## config.mk

```make
export PLATFORM = sky130hd
export DESIGN_NAME = rx_page_ring
export DESIGN_NICKNAME = d
export VERILOG_FILES = /design/src/rtl/rx_page_ring.sv
export SDC_FILE = /design/constraint.sdc
export NUM_CORES = 1
export LEC_CHECK = 0
export ABC_AREA = 1
export CAP_MARGIN = 20
export CORE_ASPECT_RATIO = 0.7
export CORE_MARGIN = 2
export CORE_UTILIZATION = 63
export CTS_CLUSTER_SIZE = 30
export DETAILED_ROUTE_END_ITERATION = 7
export PLACE_DENSITY = 0.84
export SLEW_MARGIN = 15
export SYNTH_ARGS = -nofsm -noshare
export SYNTH_HDL_FRONTEND = slang
export SYNTH_SLANG_ARGS = --single-unit
```

## constraint.sdc

```tcl
create_clock -name clk -period 6.5 [get_ports clk]
set_input_delay 0.975 -clock clk [delete_from_list [all_inputs] [get_ports clk]]
set_output_delay 0.975 -clock clk [all_outputs]
set_load 0.005 [all_outputs]
```

## src/rtl/rx_page_ring.sv

```systemverilog
`timescale 1ns/1ps
module rx_page_ring #(
  parameter int PG_W      = 8,
  parameter int OFF_W     = 8,
  parameter int LEN_W     = 11,
  parameter int MIN_LEN   = 60,
  parameter int MAX_LEN   = 1518,
  parameter int RST_START = 'h40,
  parameter int RST_STOP  = 'h80
) (
  input  logic               clk,
  input  logic               rst_n,
  input  logic               cfg_we,
  input  logic [1:0]         cfg_sel,
  input  logic [PG_W-1:0]    cfg_wdata,
  input  logic               in_valid,
  input  logic               in_sof,
  input  logic               in_eof,
  input  logic               in_err,
  input  logic [7:0]         in_data,
  output logic               mem_we,
  output logic [PG_W+OFF_W-1:0] mem_addr,
  output logic [7:0]         mem_wdata,
  output logic [PG_W-1:0]    cur_page,
  output logic               ring_empty,
  output logic               ovf_irq
);
  localparam int HDR_BYTES = 4;

  typedef enum logic [1:0] {S_IDLE, S_RECV, S_HDR} st_t;
  st_t st;

  logic [PG_W-1:0]  start_pg, stop_pg, bnd_pg, cur_pg, wa_pg, nxt_pg;
  logic [OFF_W-1:0] wa_off;
  logic [LEN_W-1:0] len;
  logic             full, long_f, err;
  logic [1:0]       hcnt;
  logic [15:0]      hdr_cnt;
  logic [7:0]       stat, hdr_byte;

  function automatic logic [PG_W-1:0] pg_inc(input logic [PG_W-1:0] p);
    logic [PG_W-1:0] q;
    q = p + 1'b1;
    return (q == stop_pg) ? start_pg : q;
  endfunction

  logic             byte_go, fresh, blk, over, full_now, long_now, err_now, do_wr, bad_len;
  logic [PG_W-1:0]  tgt_pg, adv_pg;
  logic [OFF_W-1:0] tgt_off;
  logic [LEN_W-1:0] cnt_now, len_now;

  assign fresh    = (st == S_IDLE);
  assign byte_go  = in_valid && ((st == S_RECV) || (fresh && in_sof));
  assign tgt_pg   = fresh ? cur_pg : wa_pg;
  assign tgt_off  = fresh ? OFF_W'(HDR_BYTES) : wa_off;
  assign blk      = (tgt_pg == bnd_pg);
  assign cnt_now  = fresh ? '0 : len;
  assign over     = (cnt_now >= LEN_W'(MAX_LEN));
  assign full_now = (!fresh && full) || blk;
  assign long_now = (!fresh && long_f) || over;
  assign err_now  = (!fresh && err) || in_err;
  assign len_now  = over ? cnt_now : cnt_now + 1'b1;
  assign do_wr    = byte_go && !full_now && !over;
  assign adv_pg   = (&tgt_off) ? pg_inc(tgt_pg) : tgt_pg;
  assign bad_len  = long_now || (len_now < LEN_W'(MIN_LEN));

  always_comb begin
    case (hcnt)
      2'd0:    hdr_byte = stat;
      2'd1:    hdr_byte = 8'(nxt_pg);
      2'd2:    hdr_byte = hdr_cnt[7:0];
      default: hdr_byte = hdr_cnt[15:8];
    endcase
  end

  assign cur_page   = cur_pg;
  assign ring_empty = (pg_inc(bnd_pg) == cur_pg);

  always_ff @(posedge clk) begin
    if (!rst_n) begin
      st        <= S_IDLE;
      start_pg  <= PG_W'(RST_START);
      stop_pg   <= PG_W'(RST_STOP);
      bnd_pg    <= PG_W'(RST_START);
      cur_pg    <= PG_W'(RST_START + 1);
      wa_pg     <= '0;
      wa_off    <= '0;
      nxt_pg    <= '0;
      len       <= '0;
      full      <= 1'b0;
      long_f    <= 1'b0;
      err       <= 1'b0;
      hcnt      <= '0;
      hdr_cnt   <= '0;
      stat      <= '0;
      mem_we    <= 1'b0;
      mem_addr  <= '0;
      mem_wdata <= '0;
      ovf_irq   <= 1'b0;
    end else begin
      mem_we  <= 1'b0;
      ovf_irq <= 1'b0;
      case (st)
        S_IDLE, S_RECV: if (byte_go) begin
          mem_we    <= do_wr;
          mem_addr  <= {tgt_pg, tgt_off};
          mem_wdata <= in_data;
          wa_pg     <= adv_pg;
          wa_off    <= tgt_off + 1'b1;
          len       <= len_now;
          full      <= full_now;
          long_f    <= long_now;
          err       <= err_now;
          if (!in_eof) st <= S_RECV;
          else if (bad_len) st <= S_IDLE;
          else if (full_now) begin
            ovf_irq <= 1'b1;
            st      <= S_IDLE;
          end else begin
            st      <= S_HDR;
            nxt_pg  <= pg_inc(tgt_pg);
            hdr_cnt <= 16'(len_now) + 16'd4;
            stat    <= err_now ? 8'h08 : 8'h01;
            hcnt    <= '0;
          end
        end
        S_HDR: begin
          mem_we    <= 1'b1;
          mem_addr  <= {cur_pg, OFF_W'(hcnt)};
          mem_wdata <= hdr_byte;
          hcnt      <= hcnt + 1'b1;
          if (hcnt == 2'd3) begin
            cur_pg <= nxt_pg;
            st     <= S_IDLE;
          end
        end
        default: st <= S_IDLE;
      endcase
      if (cfg_we) begin
        case (cfg_sel)
          2'd0: begin
            start_pg <= cfg_wdata;
            bnd_pg   <= cfg_wdata;
            cur_pg   <= cfg_wdata + 1'b1;
          end
          2'd1:    stop_pg <= cfg_wdata;
          2'd2:    bnd_pg  <= cfg_wdata;
          default: cur_pg  <= cfg_wdata;
        endcase
      end
    end
  end
endmodule

```

==> impl_metrics.env <==
export IMPL_drive_above_1_share=0.0925
export IMPL_grt_start_max_net_pins=63
export IMPL_min_from="mem_addr[7]$_SDFFE_PN0P_"
export IMPL_synth_avg_cell_area_um2=6.69
export IMPL_dp_hpwl_mm=14.9
export IMPL_cts_sinks=114
export IMPL_drc=0
export IMPL_p_per_area_nw_per_um2=254
export IMPL_critPathLaunchType="flop"
export IMPL_leakage_uw=0.00346
export IMPL_rsz0062_at_grt="false"
export IMPL_setup_tns_final_ns=0
export IMPL_final_seq_area_um2=2280
export IMPL_fmax_ghz=0.220
export IMPL_crit_type="reg2out"
export IMPL_place_gp_congestion=0.955
export IMPL_start_util=0.645
export IMPL_clkTransAtPathRegs_ns=0.06
export IMPL_gr_total_overflow=0
export IMPL_synth_top_area_cell="dfxtp_1"
export IMPL_worstHoldPathCells=2
export IMPL_synth_warnings=0
export IMPL_min_to="mem_addr[7]$_SDFFE_PN0P_"
export IMPL_cts_tree="built"
export IMPL_hp_class="reg2reg"
export IMPL_clk_latency_ns=0.42
export IMPL_synth_cells=1057
export IMPL_wl_per_cell_um=16.8
export IMPL_setup_viol=0
export IMPL_cp_arrival_ns=3.57
export IMPL_ctsHoldBuffers=0
export IMPL_place_ws_ns=2.13
export IMPL_final_hold_viol_count=0
export IMPL_die_area_um2=12100
export IMPL_r2r_setup_slack_ns=2.71
export IMPL_vias_per_cell=5.77
export IMPL_end_kind="output pin"
export IMPL_yosys_area_top_type_share=0.323
export IMPL_peakVddDrop_v=0.000212
export IMPL_finalClockSkew_ns=0.00973
export IMPL_cts_buffers=17
export IMPL_rr_endpoint="hdr_cnt[8]$_SDFFE_PN0P_"
export IMPL_nFillCells=879
export IMPL_dr_pass1_iters=6
export IMPL_cp_max_fo=9
export IMPL_ys_seq_area_frac=0.323
export IMPL_grt_pass1_vias=6409
export IMPL_grt_pass1_wl_mm=33.9
export IMPL_finish_net_count=1140
export IMPL_outcome="complete, no violations"
export IMPL_grt_usage=0.366
export IMPL_relSlewSlack=0.297
export IMPL_drv_cap=0
export IMPL_rr_worst_depth=20
export IMPL_rows=32
export IMPL_multi_input_area_um2=4000
export IMPL_required_ns=5.52
export IMPL_io_pin_count=60
export IMPL_cts_root_buf="clkbuf_16"
export IMPL_r2r_start="st[0]$_SDFFE_PN0P_"
export IMPL_n_antenna_cell=0
export IMPL_period_share=0.700
export IMPL_dieWidth_um=131
export IMPL_clockBufferDepth=2
export IMPL_synth_most_common_cell="nand2_1"
export IMPL_vias=7312
export IMPL_ant_nets=0
export IMPL_ys_async_sr_fraction=0
export IMPL_finalWorstSetupSlack_ns=1.95
export IMPL_synth_area_um2=7070
export IMPL_yosys_top_cells_count="nand2_1 (265), inv_1 (135), dfxtp_1 (114)"
export IMPL_ys_ff_latch=114
export IMPL_htree_levels=4
export IMPL_port_buffers=59
export IMPL_core_region_area_um2=11000
export IMPL_areaGrowthSynthToFinish_pct=17.1
export IMPL_cts_resized=0
export IMPL_synth_flop_cell="dfxtp_1"
export IMPL_synth_edf_count=0
export IMPL_worst_pin_slew_ns=1.05
export IMPL_drt_initial_drc_count=896
export IMPL_antenna_found_initial=0
export IMPL_slew_viol_final=0
export IMPL_period_needed_ns=4.55
export IMPL_synth_area_top_cells="dfxtp_1 (32%), nand2_1 (14%), a21oi_1 (7.3%)"
export IMPL_synthDistinctLibCells=49
export IMPL_die_height_um=92.6
export IMPL_syn_nets=1096
export IMPL_post_cts_buffers=0
export IMPL_routed_wirelength_mm=21.3
==> registers in the layout, indices dropped and copies added, names as in the netlist, 2 cells and up <==
signal and flops:
hdr_cnt 12, len 11, start_pg 8, mem_wdata 8, mem_addr 16, hcnt 2
wa_pg 8, cur_page 8, stat 2, nxt_pg 8, bnd_pg 8, stop_pg 8
st 2, wa_off 8
==> routing by layer <==
metal / wire [µm] / part of all wire / track usage / up-vias
li1: - / - / - / 3549
met5: 0 / 0 / 0 / -
met4: 332 / 0.016 / 0.101 / 0
met2: 8340 / 0.39 / 0.487 / 429
met3: 2810 / 0.13 / 0.0982 / 33
met1: 9800 / 0.46 / 0.568 / 3301
==> kinds of logic (layout without fill, tap and decap cells) <==
family | after synthesis | count (layout) | synth area share
xor gates and xnor gates | 31 | 31 | 0.0414
adders and majority gates | 14 | 14 | 0.0248
AOI/OAI and AO/OA | 229 | 229 | 0.180
DFF | 114 | 114 | 0.323
and+or+nand+nor | 479 | 479 | 0.319
buffers and inverters | 190 | 247 | 0.112
==> through the flow <==
stage | utilization | cells | cell area [µm²] | total power [µW] | hold WS, ns
2_1_floorplan | - | 1057 | 7070 | 1000 | 0.414
3_3_place_gp | 0.697 | 1235 | 7650 | 1100 | 0.427
3_5_place_dp | 0.697 | 1235 | 7650 | 1110 | 0.447
4_1_cts | 0.754 | 1267 | 8270 | 2090 | 0.464
5_1_grt | 0.754 | 1267 | 8280 | 2170 | 0.477
6_report | 0.754 | 1267 | 8280 | 2110 | 0.460
==> area by class of cell <==
cell class	instances	area share
Sequential cell	114	0.276
Tap cell	153	0.0231
Timing Repair Buffer	61	0.0726
Clock inverter	13	0.0209
Clock buffer	19	0.0547
Inverter	154	0.0700
Multi-Input combinational cell	753	0.483
==> power by group <==
group / switching, µW / leakage [µW] / total, µW / internal, µW
combinational: 214 / 0.00223 / 335 / 120
clock: 367 / 0.000305 / 996 / 630
sequential: 39.0 / 0.000931 / 775 / 736
total: 620 / 0.00346 / 2110 / 1490
==> placed cells by master, fill, tap and decap left out, types with 3 or more instances in the layout <==
cell               n
nand2_2           10
a31oi_1           10
nor2_4            13
xor2_1            20
o21ai_1            8
inv_6              4
nand4_1           30
clkinv_4           4
nand2_1          265
ha_1              14
nor2_2             8
o211ai_1          12
bufinv_16          3
inv_1            135
o22ai_1            4
nor2_1            65
clkbuf_16         17
inv_2             16
clkdlybuf4s50_1   58
nand3_4            3
nor3_1            11
nand3_1           61
nand3_2            4
dfxtp_1          114
a21oi_1          103
xnor2_1            9
a22oi_1            6
o21ai_0           74
==> worst max-delay path by stage <==
stage                           start  slack, ns                        end
2_1_floorplan  bnd_pg[0]$_SDFFE_PN0P_       3.36                 ring_empty
3_3_place_gp                   in_sof       2.37  mem_addr[12]$_SDFFE_PN0P_
3_5_place_dp                   in_sof       2.13  mem_addr[11]$_SDFFE_PN0P_
4_1_cts        bnd_pg[0]$_SDFFE_PN0P_       2.04                 ring_empty
5_1_grt        bnd_pg[0]$_SDFFE_PN0P_       1.66                 ring_empty
6_report       bnd_pg[0]$_SDFFE_PN0P_       1.95                 ring_empty
==> critical path, cell delays in order (launching register included) <==
cell,delay (ns)
dfxtp_1,0.47
ha_1,0.24
nand3_1,0.12
xor2_1,0.27
xor2_1,0.11
nor2_1,0.47
nand3_1,0.36
nand2_1,0.19
nand2_1,0.06
nand2_1,0.05
nand2_1,0.05
nor2_1,0.10
nand2_1,0.06
nor2_1,0.10
clkdlybuf4s50_1,0.50
Power figures use the tool's default switching activity.
